`src/rtl/tbt_timer.sv`:
```
module tbt_timer #(
  parameter int BASE_TICKS = 1024
) (
  input  logic       clk,
  input  logic       rst_n,
  input  logic       tick_en,
  input  logic       wr_en,
  input  logic [7:0] wr_data,
  output logic [7:0] rd_data,
  output logic       irq_set,
  output logic       irq_clr
);

  localparam int LONGEST = BASE_TICKS * 128;
  localparam int CW = $clog2(LONGEST + 1);

  logic [7:0]    ctl_q;
  logic          ovf_q;
  logic          run_q;
  logic [CW-1:0] cnt_q;

  function automatic logic [CW-1:0] span(input logic [1:0] sel);
    case (sel)
      2'd0:    span = CW'(BASE_TICKS);
      2'd1:    span = CW'(BASE_TICKS * 4);
      2'd2:    span = CW'(BASE_TICKS * 16);
      default: span = CW'(LONGEST);
    endcase
  endfunction

  logic restart, rate_chg, reload, expire, flag_clr;

  assign restart  = wr_en && !wr_data[2];
  assign rate_chg = wr_en && (wr_data[1:0] != ctl_q[1:0]);
  assign reload   = restart || rate_chg;
  assign expire   = run_q && tick_en && (cnt_q == CW'(1)) && !reload;
  assign flag_clr = wr_en && !wr_data[3] && ovf_q;

  assign rd_data = {ctl_q[7:4], ovf_q, ctl_q[2:0]};

  always_ff @(posedge clk) begin
    if (!rst_n) begin
      ctl_q   <= '0;
      ovf_q   <= 1'b0;
      run_q   <= 1'b0;
      cnt_q   <= '0;
      irq_set <= 1'b0;
      irq_clr <= 1'b0;
    end else begin
      if (wr_en) ctl_q <= wr_data;
      if (expire)        ovf_q <= 1'b1;
      else if (flag_clr) ovf_q <= 1'b0;
      if (reload) begin
        run_q <= 1'b1;
        cnt_q <= span(wr_data[1:0]);
      end else if (expire) begin
        run_q <= 1'b0;
        cnt_q <= '0;
      end else if (run_q && tick_en) begin
        cnt_q <= cnt_q - CW'(1);
      end
      irq_set <= expire && ctl_q[4];
      irq_clr <= restart || (flag_clr && !expire);
    end
  end

  p_set_flag_r9: assert property (@(posedge clk) disable iff (!rst_n)
    irq_set |-> ovf_q);

  p_set_gate_r9: assert property (@(posedge clk) disable iff (!rst_n)
    irq_set |-> $past(ctl_q[4]));

  p_stop_on_flag_r8: assert property (@(posedge clk) disable iff (!rst_n)
    $rose(ovf_q) |-> !run_q);

  p_idle_quiet_r8: assert property (@(posedge clk) disable iff (!rst_n)
    (!$past(run_q) && !$past(wr_en)) |-> !irq_set);

  p_restart_r5: assert property (@(posedge clk) disable iff (!rst_n)
    $past(wr_en && !wr_data[2]) |-> (irq_clr && run_q));

  p_rate_reload_r6: assert property (@(posedge clk) disable iff (!rst_n)
    ($past(wr_en) && ($past(wr_data[1:0]) != $past(ctl_q[1:0]))) |-> (run_q && !irq_set));

  p_no_sw_set_r10: assert property (@(posedge clk) disable iff (!rst_n)
    ($past(wr_en) && !$past(ovf_q) && !$past(expire)) |-> !ovf_q);

endmodule

```
`config.mk`:
```
export PLATFORM = sky130hd
export DESIGN_NAME = tbt_timer
export DESIGN_NICKNAME = d
export VERILOG_FILES = /design/src/rtl/tbt_timer.sv
export SDC_FILE = /design/constraint.sdc
export NUM_CORES = 1
export LEC_CHECK = 0
export BUFFER_PORTS_ARGS = -buffer_cell sky130_fd_sc_hd__buf_4
export CAP_MARGIN = 20
export CORE_MARGIN = 10
export CORE_UTILIZATION = 50
export CTS_CLUSTER_DIAMETER = 40
export DETAILED_ROUTE_END_ITERATION = 10
export GPL_TIMING_DRIVEN = 0
export PLACE_DENSITY = 0.75
export SYNTH_ARGS = -nofsm -noshare
export SYNTH_HDL_FRONTEND = slang
export SYNTH_SLANG_ARGS = --single-unit
```
`constraint.sdc`:
```
create_clock -name clk -period 2.8 [get_ports clk]
set_input_delay 0.28 -clock clk [delete_from_list [all_inputs] [get_ports clk]]
set_output_delay 0.28 -clock clk [all_outputs]
set_load 0.05 [all_outputs]
```
# After elaboration in Yosys (flattened, before gate mapping)

Cells that the tools add are included.

Register bits after elaboration: 30
Latch bits: 0
Bits in writable memories: 0
Memory bits (read-only): 0
Bits of input ports: 12
Word-level logic and storage cells: 38
Memories: 0

Add/sub/neg operators: 1
Multiply operators: 0
Divide/modulo/power cells: 0
Magnitude comparators: 0
Eq/ne operators: 4
Shift-type cells: 0
Muxes and demuxes: 8
Bitwise operators: 0
Reductions and logical operators: 19

Operator list:

| cell                  | number |
|---|---|
| $mux 18               | 3 |
| $pmux 18 s3           | 1 |
| $eq 18x1->1 const B   | 1 |
| $sub 18x1->18 const B | 1 |
| $logic_and 1x1->1     | 9 |
| $logic_not 1->1       | 4 |
| $mux 1                | 4 |
| $reduce_bool 2->1     | 2 |
| $reduce_bool 3->1     | 1 |
| $eq 2x1->1 const B    | 1 |
| $eq 2x2->1 const B    | 1 |
| $logic_not 2->1       | 1 |
| $logic_or 1x1->1      | 2 |
| $ne 2x2->1            | 1 |

# Logic depth before layout (Yosys ltp)

Gate-level depths: netlist (run 1).

Depth in word-level cells: 8
Gate-level depth with buffers: 8
Mapped depth without buffers: 7

# Worst setup path after synthesis (run 1)

Ideal clock, no wire load.

Path kind: register -> register
Start: register ctl_q[1]
End: register cnt_q[5]
Data arrival time: 1.831 ns
Setup slack: 0.905 ns
Cell stages (with the launch flop): 7
Cells stage by stage: dfxtp_1 > xor2_1 > o31ai_1 > a21boi_2 > nand2_1 > buf_4 > nor2_1

Word-level cells in the longest chain between the ends: 7

RTL lines:

| what                   | RTL line | text |
|---|---|---|
| from (decl)            | 17       | `logic [7:0] ctl_q;` |
| from (signal assigned) | 50       | `if (wr_en) ctl_q <= wr_data;` |
| $ne 2x2->1 (*)         | 34       | `assign rate_chg = wr_en && (wr_data[1:0] != ctl_q[1:0]);` |
| $logic_and 1x1->1 (*)  | 34       |  |
| $logic_or 1x1->1 (*)   | 35       | `assign reload = restart \|\| rate_chg;` |
| $logic_not 1->1        | 36       | `assign expire = run_q && tick_en && (cnt_q == CW'(1)) && !reload;` |
| $logic_and 1x1->1      | 36       |  |
| $mux 18                | 56       | `end else if (expire) begin` |
| $mux 18                | 53       | `if (reload) begin` |
| to (signal assigned)   | 55       | `cnt_q <= span(wr_data[1:0]);` |
| to (signal assigned)   | 60       | `cnt_q <= cnt_q - CW'(1);` |
| to (decl)              | 20       | `logic [CW-1:0] cnt_q;` |

Every way passes the cells marked *; elsewhere a longest branch is shown, timed or not.
A chain may end at the register's enable or synchronous reset.

# Final worst setup path (run 1)

Start: register cnt_q[5]
End: register cnt_q[8]

Word-level cells in the longest chain between the ends: 5

RTL lines:

| what |
|---|
| parallel branches: the longest is 5 deep, another holds $sub 18x1->18 |

Several ways; the timed one is not identified. The select of a mux whose other input is x is not followed.

==> results.json, run 1 <==
{
  "synth_area_um2": 1400,
  "maxCapViolCount": 0,
  "hold_buffers": 0,
  "cts_setup_buffers": 0,
  "max_freq_mhz": 500,
  "seqPwrFrac_pct": 50.1,
  "initial_core_util_pct": 51.8,
  "finalNetCount": 200,
  "htree_levels": 2,
  "clock_skew_ns": 0.00386,
  "cts_buffers": 5,
  "synth_ff_type": "dfxtp_1",
  "clock_path_buffers": 2,
  "fp.coreArea_um2": 2710,
  "first_pass_iters": 4,
  "postPlaceCellArea_um2": 1600,
  "wl_per_cell_um": 13.9,
  "fin_setup_tns_ns": 0,
  "synth_compound_area_share_pct": 13.6,
  "wirelength_um": 3030,
  "ys_seq_elements": 29,
  "fin_util_pct": 60.9,
  "p_per_area_nw_per_um2": 558,
  "grt_usage_pct": 11.9,
  "netlist_top_cells_area": "dfxtp_1, xor2_1, nor2_1, mux2i_1, nand2_1",
  "hold_viol": 0,
  "finalInstanceArea_um2": 1650,
  "yosysSeqAreaShare_pct": 41.4,
  "grt_pass1_wl_um": 5110,
  "first_iter_violations": 55,
  "p_switching_mw": 0.289,
  "ant_nets": 0,
  "yosysWarnings": 0,
  "pwr-share-comb_pct": 24.3,
  "cts_tree": "done",
  "via_per_inst": 5.62,
  "syn_avg_cell_area_um2": 8.89,
  "rows": 19,
  "synthDominantCellAreaShare_pct": 41.4,
  "worstSkewPairLatency_ns": 0.32,
  "syn_nets": 172,
  "internal_power_mw": 0.633,
  "switching_share_pct": 31.3,
  "num_antenna_cells": 0,
  "grt_start_max_net_pins": 11,
  "async_reset_ff_share_pct": 0,
  "p_leak_nw": 0.666,
  "drc_errors": 0,
  "dp.final_hpwl_um": 2350,
  "synth_most_common_cell": "dfxtp_1",
  "path_clk_slew_ns": 0.09,
  "synth-xor-area-share_pct": 8.11,
  "grt_pass1_vias": 1188,
  "synthSimpleGateAreaFrac_pct": 26.8,
  "rsz0062_at_grt": "false",
  "muxShareOfSynthArea_pct": 4.28,
  "fin_crit_ns": 2.00,
  "die_area_um2": 5330,
  "holdCritPathClass": "in2reg",
  "die_w_um": 73.0,
  "worst_pin_slew_ns": 0.551,
  "cp_data_arrival_time_ns": 2.22,
  "crit_required_ns": 3.03,
  "synth_edf_count": 0,
  "synth_fa_ha_area_share_pct": 1.78,
  "num_vias": 1225,
  "ir_worst_vdd_mv": 0.512,
  "cts-root-buf": "clkbuf_4",
  "synth_top_area_cell": "dfxtp_1",
  "cts_resized": 0,
  "cts_sinks": 29,
  "slew_viol_final": 0,
  "synth_common_cells": "dfxtp_1, nor2_1, nand2_1, xor2_1",
  "antenna_found_initial": 0,
  "place.port_buffers": 21,
  "drive_gt1_share_pct": 18.7,
  "pin_count": 22,
  "netlist_instances": 158,
  "fp.dieH_um": 73.0,
  "status": "finished clean",
  "path_max_fanout": 10,
  "crit_path_start_kind": "register",
  "fin_crit_sh_pct": 71.4,
  "path_class": "reg2reg",
  "synth_top_family_by_area": "simple AND/OR/NAND/NOR gates",
  "worstSetupEndpointType": "register",
  "area_delta_synth_final_pct": 17.6,
  "clkPwrFrac_pct": 25.6,
  "place.gp.congestion": 0.844,
  "power_mw": 0.922,
  "synth_cell_types": 40,
  "final-setup-viol-count": 0,
  "grt_overflow": 0,
  "relSlewSlack_pct": 62.9
}
==> area by class of cell <==
type | instances | area, um2
repair buffers | 21 | 158
inverters | 5 | 18.8
plain buffers | 6 | 37.5
clock inverters | 2 | 10.0
clock buffers | 6 | 41.3
well taps | 31 | 38.8
flip-flops and latches | 29 | 581
multi-input cells | 118 | 767
fillers | 242 | 1060
==> cells by family (layout without fill, tap and decap cells) <==
group                    count (synthesis)  count (layout)
AO/OA/AOI/OAI                           28              28
multiplexers                             6               6
adder cells (fa/ha/maj)                  2               2
XOR/XNOR                                13              13
flip-flops                              29              29
buffers and inverters                   11              40
AND/OR/NAND/NOR                         69              69
==> per-layer routing <==
| layer | track usage, % | wire length, um |
|---|---|---|
| met1 | 11.8 | 1270 |
| met5 | 0 | 0 |
| met2 | 19.9 | 1480 |
| met4 | 4.64 | 48 |
| met3 | 7.07 | 232 |
==> sequential cells by signal, summed over array words and instances, names as in the netlist <==
signal   cells
cnt_q       18
ctl_q        7
irq_clr      1
irq_set      1
ovf_q        1
run_q        1
==> critical path: stages (launching register included) <==
cell and delay (ns):
dfxtp_1 0.36, or4_4 0.58, nor4_4 0.36, a21boi_2 0.15, nand2_1 0.19, buf_4 0.20
nor2_1 0.06
==> power groups by stage <==
stage,Clock (mW),Sequential (mW),Combinational (mW)
finish,0.236,0.462,0.224
global route,0.269,0.466,0.248
CTS,0.245,0.462,0.225
detailed placement,0,0.471,0.223
global placement,0,0.469,0.219
floorplan,0,0.488,0.149
==> cells in the final DEF (no fill, tap or decap), types with 2 or more instances in the layout <==
| master | instances |
|---|---|
| dfxtp_1 | 29 |
| buf_4 | 23 |
| nor2_1 | 18 |
| nand2_1 | 13 |
| xor2_1 | 8 |
| nor2b_1 | 7 |
| a21oi_1 | 7 |
| mux2i_1 | 6 |
| nor4_1 | 6 |
| inv_1 | 5 |
| nand4_1 | 5 |
| nand3_1 | 5 |
| o21ai_0 | 5 |
| xnor2_1 | 5 |
| clkbuf_4 | 5 |
| clkbuf_1 | 4 |
| a21boi_0 | 3 |
| o31ai_1 | 3 |
| and2_1 | 2 |
| nor4b_1 | 2 |
| and3_1 | 2 |
| o211ai_1 | 2 |
| ha_1 | 2 |
| clkinv_2 | 2 |
==> per-stage QoR <==
step	setup WS, ns	hold slack [ns]	cells
4_1_cts	0.783	0.154	218
5_1_grt	0.632	0.145	218
6_report	0.801	0.172	218
2_1_floorplan	0.905	0.368	158
3_3_place_gp	0.847	0.436	210
3_5_place_dp	0.819	0.457	210
==> path summary, 6_finish.rpt <==
check,startpoint,to,slack [ns],depth (start not counted)
worst min register to register,ctl_q[4]$_SDFFE_PN0P_,irq_set$_SDFF_PN0_,0.46,2
worst max register to register,cnt_q[5]$_SDFFE_PN0P_,cnt_q[8]$_SDFFE_PN0P_,0.80,6
worst max-delay path,cnt_q[5]$_SDFFE_PN0P_,cnt_q[8]$_SDFFE_PN0P_,0.80,6
worst min-delay path,wr_data[2],irq_clr$_SDFF_PN0_,0.17,2
Power figures use the tool's default switching activity.
==> run 2: changes to the inputs <==
--- a/config.mk
+++ b/config.mk
@@ -8,11 +8,11 @@
 export BUFFER_PORTS_ARGS = -buffer_cell sky130_fd_sc_hd__buf_4
 export CAP_MARGIN = 20
 export CORE_MARGIN = 10
-export CORE_UTILIZATION = 50
+export CORE_UTILIZATION = 49
 export CTS_CLUSTER_DIAMETER = 40
 export DETAILED_ROUTE_END_ITERATION = 10
 export GPL_TIMING_DRIVEN = 0
-export PLACE_DENSITY = 0.75
+export PLACE_DENSITY = 0.76
 export SYNTH_ARGS = -nofsm -noshare
 export SYNTH_HDL_FRONTEND = slang
 export SYNTH_SLANG_ARGS = --single-unit
==> constraint.sdc (replaced) <==
create_clock -name clk -period 1.63 [get_ports clk]
set_input_delay 0.163 -clock clk [delete_from_list [all_inputs] [get_ports clk]]
set_output_delay 0.163 -clock clk [all_outputs]
set_load 0.05 [all_outputs]
==> results.json, run 2 (synthesized netlist as in run 1, its figures left out) <==
{
  "final-setup-viol-count": 21,
  "internal_power_mw": 1.15,
  "finalNetCount": 209,
  "drive_gt1_share_pct": 32.7,
  "fp.dieH_um": 73.5,
  "slew_viol_final": 0,
  "p_leak_nw": 0.736,
  "via_per_inst": 5.64,
  "hold_buffers": 0,
  "crit_path_start_kind": "register",
  "reg_top3": "cnt_q x18, ctl_q x7",
  "p_switching_mw": 0.583,
  "pwr-share-comb_pct": 28.9,
  "cts_sinks": 29,
  "multi_input_area_um2": 857,
  "area_delta_synth_final_pct": 31.1,
  "clock_skew_ns": 0.0121,
  "wirelength_um": 3530,
  "whs_ns": 0.0298,
  "cts_tree": "done",
  "clock_path_buffers": 2,
  "antenna_found_initial": 0,
  "fin_cells": 227,
  "path_max_fanout": 6,
  "worst_pin_slew_ns": 0.591,
  "final_common_cell": "buf_4",
  "worstSetupEndpointType": "register",
  "finalInstanceArea_um2": 1840,
  "holdCritPathClass": "in2reg",
  "pin_count": 22,
  "maxCapViolCount": 0,
  "place.port_buffers": 21,
  "grt_pass1_wl_um": 5920,
  "status": "complete, but fails checks",
  "fin_util_pct": 66.7,
  "place.detailed.instances": 210,
  "fin_setup_tns_ns": -1.61,
  "max_freq_mhz": 561,
  "ant_nets": 0,
  "die_area_um2": 5410,
  "fp.coreArea_um2": 2760,
  "clkPwrFrac_pct": 25.2,
  "worstSkewPairLatency_ns": 0.34,
  "n_fill_cell": 231,
  "power_mw": 1.73,
  "grt_start_max_net_pins": 11,
  "postLayoutSetupSlackWorst_ns": -0.154,
  "grt_usage_pct": 13.5,
  "initial_core_util_pct": 50.9,
  "ir_worst_vdd_mv": 0.819,
  "drc_errors": 0,
  "top_register": "cnt_q",
  "dp_slack_ns": -0.236,
  "path_clk_slew_ns": 0.10,
  "cts_buffers": 5,
  "fin_crit_sh_pct": 109,
  "first_iter_violations": 77,
  "die_w_um": 73.5,
  "place.gp.congestion": 0.870,
  "p_per_area_nw_per_um2": 943,
  "seqPwrFrac_pct": 45.9,
  "relSlewSlack_pct": 60.6,
  "path_class": "reg2reg",
  "grt_pass1_vias": 1310,
  "num_antenna_cells": 0,
  "largest_reg_flops": 18,
  "crit_required_ns": 1.87,
  "rows": 19,
  "switching_share_pct": 33.6,
  "wl_per_cell_um": 15.5,
  "dp.final_hpwl_um": 2340,
  "fin_crit_ns": 1.78,
  "seqCellArea_um2": 593,
  "num_vias": 1280,
  "final_cell_mix": "buf_4, dfxtp_1, nor2_1",
  "hold_viol": 0,
  "violations": "negative setup slack",
  "rsz0062_at_grt": "true",
  "first_pass_iters": 4,
  "grt_overflow": 0,
  "postPlaceCellArea_um2": 1620,
  "cts-root-buf": "clkbuf_4",
  "cp_data_arrival_time_ns": 2.02,
  "htree_levels": 2
}
run 2: critical path, stage by stage (launching register included):
cell	delay (ns)
dfxtp_2	0.33
or4_4	0.55
nor4_4	0.16
buf_6	0.17
buf_6	0.12
nand3_2	0.06
o221ai_2	0.20
a21oi_1	0.10
run 2: worst paths after layout:
path | start | to | slack [ns] | depth (start not counted)
worst max-delay path | cnt_q[8]$_SDFFE_PN0P_ | cnt_q[17]$_SDFFE_PN0P_ | -0.15 | 7
worst min-delay path | wr_data[2] | irq_clr$_SDFF_PN0_ | 0.03 | 2
worst max register to register | cnt_q[8]$_SDFFE_PN0P_ | cnt_q[17]$_SDFFE_PN0P_ | -0.15 | 7
worst min register to register | ctl_q[4]$_SDFFE_PN0P_ | irq_set$_SDFF_PN0_ | 0.46 | 2
run 2: layer usage:
layer | vias to the layer above | routed length (um) | track usage, %
met4 | 0 | 63 | 7.45
met5 | - | 0 | 0
met2 | 45 | 1710 | 21.8
met1 | 594 | 1480 | 15.2
li1 | 632 | - | -
met3 | 9 | 268 | 4.71
run 2: final cells by class:
class	count	area share [%]
clock inverter	3	0.952
sequential	29	32.2
multi-input combinational	118	46.6
inverter	5	1.02
clock buffer	5	2.04
tap	31	2.11
buffer	6	2.24
timing repair buffer	30	12.8
run 2: repair_timing:
| action | 4_1_cts | 5_1_grt |
|---|---|---|
| setup buffers | 5 | 2 |
| gates resized for setup | 14 | 13 |
| endpoints found under the setup margin | 22 | 22 |
| cloned | 2 | 0 |
| pin swaps | 11 | 8 |
run 2: power groups by stage:
| stage | sequential [mW] | clock (mW) | combinational, mW |
|---|---|---|---|
| finish | 0.796 | 0.437 | 0.501 |
| global route | 0.802 | 0.491 | 0.543 |
| CTS | 0.792 | 0.451 | 0.454 |
| detailed placement | 0.808 | 0 | 0.388 |
| global placement | 0.804 | 0 | 0.379 |
| floorplan | 0.837 | 0 | 0.258 |
==> run 3: changes to the inputs <==
--- a/config.mk
+++ b/config.mk
@@ -5,10 +5,11 @@
 export SDC_FILE = /design/constraint.sdc
 export NUM_CORES = 1
 export LEC_CHECK = 0
+export ABC_AREA = 1
 export BUFFER_PORTS_ARGS = -buffer_cell sky130_fd_sc_hd__buf_4
 export CAP_MARGIN = 20
 export CORE_MARGIN = 10
-export CORE_UTILIZATION = 49
+export CORE_UTILIZATION = 50
 export CTS_CLUSTER_DIAMETER = 40
 export DETAILED_ROUTE_END_ITERATION = 10
 export GPL_TIMING_DRIVEN = 0
==> results.json, run 3 <==
{
  "worst_pin_slew_ns": 0.353,
  "synth_ff_type": "dfxtp_1",
  "async_reset_ff_share_pct": 0,
  "cts_tree": "done",
  "slowest_delay_ns": 0.31,
  "p_leak_nw": 0.899,
  "crit_path_top_delay_cell": "dfxtp_1",
  "synthDominantCellAreaShare_pct": 35.3,
  "cts_sinks": 29,
  "dp.final_hpwl_um": 2820,
  "final-setup-viol-count": 0,
  "synth_area_um2": 1650,
  "switching_share_pct": 38.0,
  "yosysWarnings": 0,
  "fp.coreArea_um2": 3100,
  "crit_path_start_kind": "register",
  "path_max_fanout": 5,
  "first_iter_violations": 78,
  "pwr-share-comb_pct": 31.4,
  "drc_errors": 0,
  "synth_most_common_cell": "nand2_1",
  "grt_pass1_vias": 1451,
  "die_w_um": 77.4,
  "wirelength_um": 3580,
  "worstSetupEndpointType": "register",
  "num_vias": 1539,
  "hold_viol": 0,
  "final_common_cell": "nand2_1",
  "yosysSeqAreaShare_pct": 35.3,
  "r2r_cells": 11,
  "cp.depth": 11,
  "ys_seq_elements": 29,
  "via_per_inst": 4.85,
  "num_antenna_cells": 0,
  "top_register": "cnt_q",
  "synth_top_area_cell": "dfxtp_1",
  "crit_family": "simple AND/OR/NAND/NOR gates",
  "fin_crit_sh_pct": 90.1,
  "fin_crit_ns": 1.47,
  "cp_cell_sequence": "inv_1 > ha_2 > nand2_1 > nor2_1 > nand3_2 > nand2_2 > inv_1 > nand2_1 > nand3_1 > nand2_1 > inv_1",
  "netlist_top_cells_area": "dfxtp_1, nand2_1, nor2_1, inv_1, nand3_1",
  "crit_required_ns": 1.88,
  "relSlewSlack_pct": 76.5,
  "holdCritPathClass": "in2reg",
  "die_area_um2": 5990,
  "clkPwrFrac_pct": 24.2,
  "synth_edf_count": 0,
  "netlist_instances": 245,
  "final_cell_mix": "nand2_1, nor2_1, inv_1",
  "path_clk_slew_ns": 0.10,
  "status": "finished clean",
  "wl_per_cell_um": 11.3,
  "max_freq_mhz": 681,
  "path_class": "reg2reg",
  "maxCapViolCount": 0,
  "first_pass_iters": 4,
  "drive_gt1_share_pct": 23.4,
  "initial_core_util_pct": 53.0,
  "finalNetCount": 286,
  "slew_viol_final": 0,
  "area_delta_synth_final_pct": 16.4,
  "postPlaceCellArea_um2": 1850,
  "worstHoldPathCells": 3,
  "fp.dieH_um": 77.4,
  "p_per_area_nw_per_um2": 940,
  "p_switching_mw": 0.684,
  "syn_avg_cell_area_um2": 6.72,
  "clock_path_buffers": 2,
  "cp_data_arrival_time_ns": 1.72,
  "cts_setup_buffers": 0,
  "rows": 20,
  "place.port_buffers": 20,
  "largest_reg_flops": 18,
  "ant_nets": 0,
  "internal_power_mw": 1.12,
  "reg_top3": "cnt_q x18, ctl_q x7",
  "cts_buffers": 5,
  "synth_common_cells": "nand2_1, nor2_1, inv_1, dfxtp_1, nand3_1",
  "synth_cell_types": 30,
  "finalInstanceArea_um2": 1920,
  "ir_worst_vdd_mv": 0.530,
  "seqPwrFrac_pct": 44.4,
  "syn_nets": 259,
  "path_buf_inv": 3,
  "pin_count": 22,
  "worstSkewPairLatency_ns": 0.34,
  "htree_levels": 2,
  "grt_usage_pct": 12.7,
  "grt_start_max_net_pins": 11,
  "clock_skew_ns": 0.00801,
  "place.gp.congestion": 0.909,
  "rsz0062_at_grt": "false",
  "fin_setup_tns_ns": 0,
  "cts-root-buf": "clkbuf_4",
  "antenna_found_initial": 0,
  "grt_overflow": 0,
  "grt_pass1_wl_um": 6270
}
[run 3: cell count changes after synthesis, sizes merged, moves of 9 or more]
| cell | delta |
|---|---|
| a21oi | +9 |
| o21ai | +11 |
| nand2 | +43 |
| inv | +32 |
| nor2 | +27 |
| nand3 | +17 |
[run 3: layout make-up]
type / count / area (um2)
clock buffers: 5 / 37.5
flip-flops and latches: 29 / 581
plain buffers: 5 / 38.8
well taps: 44 / 55.1
inverters: 38 / 145
multi-input cells: 173 / 891
clock inverters: 3 / 17.5
fillers: 321 / 1190
repair buffers: 20 / 150
[run 3: cell families after synthesis]
logic type | synth area share, %
adder cells (fa/ha/maj) | 1.52
XOR/XNOR | 1.60
AND/OR/NAND/NOR | 37.5
buffers and inverters | 11.2
flip-flops | 35.3
AO/OA/AOI/OAI | 12.9
[run 3: routing by layer]
layer | track usage, % | wire length, um | vias to the layer above
met2 | 19.2 | 1510 | 29
met5 | 0 | 0 | -
li1 | - | - | 831
met4 | 6.57 | 77 | 0
met1 | 15.0 | 1730 | 671
met3 | 5.18 | 254 | 8
[run 3: power groups by stage]
stage,combinational [mW],clock [mW],sequential (mW)
global route,0.643,0.479,0.805
floorplan,0.398,0,0.850
global placement,0.559,0,0.813
CTS,0.566,0.447,0.798
finish,0.566,0.436,0.799
detailed placement,0.565,0,0.814
[run 3: what timing repair did]
item / CTS / global route
hold buffers: 0 / 0
gates resized for setup: 0 / 3
endpoints found under the setup margin: 0 / 4
hold endpoints to repair: 0 / 0
[run 3: path summary, 6_finish.rpt]
check,to,start,slack [ns]
min reg2reg,irq_set$_SDFF_PN0_,ctl_q[4]$_SDFFE_PN0P_,0.46
max,cnt_q[10]$_SDFFE_PN0P_,cnt_q[1]$_SDFFE_PN0P_,0.16
max reg2reg,cnt_q[10]$_SDFFE_PN0P_,cnt_q[1]$_SDFFE_PN0P_,0.16
min,ctl_q[7]$_SDFFE_PN0P_,wr_data[7],0.03
[run 3: stage by stage]
step                total power, mW  worst slack [ns]  hold WS, ns  utilization [%]  instances
finish                         1.80             0.161       0.0348             61.7        317
detailed placement             1.38             0.128        0.390             59.6        309
floorplan                      1.25             0.120        0.298                -        245
CTS                            1.81             0.107       0.0300             61.4        317
global placement               1.37             0.135        0.383             59.6        309
global route                   1.93           0.00358       0.0406             61.7        317
[run 3: worst register-to-register path, stage by stage (launching register included)]
cell	delay, ns
dfxtp_1	0.31
inv_1	0.14
ha_2	0.23
nand2_1	0.05
nor2_1	0.13
nand3_2	0.12
nand2_2	0.11
inv_1	0.08
nand2_1	0.06
nand3_1	0.06
nand2_1	0.06
inv_1	0.03
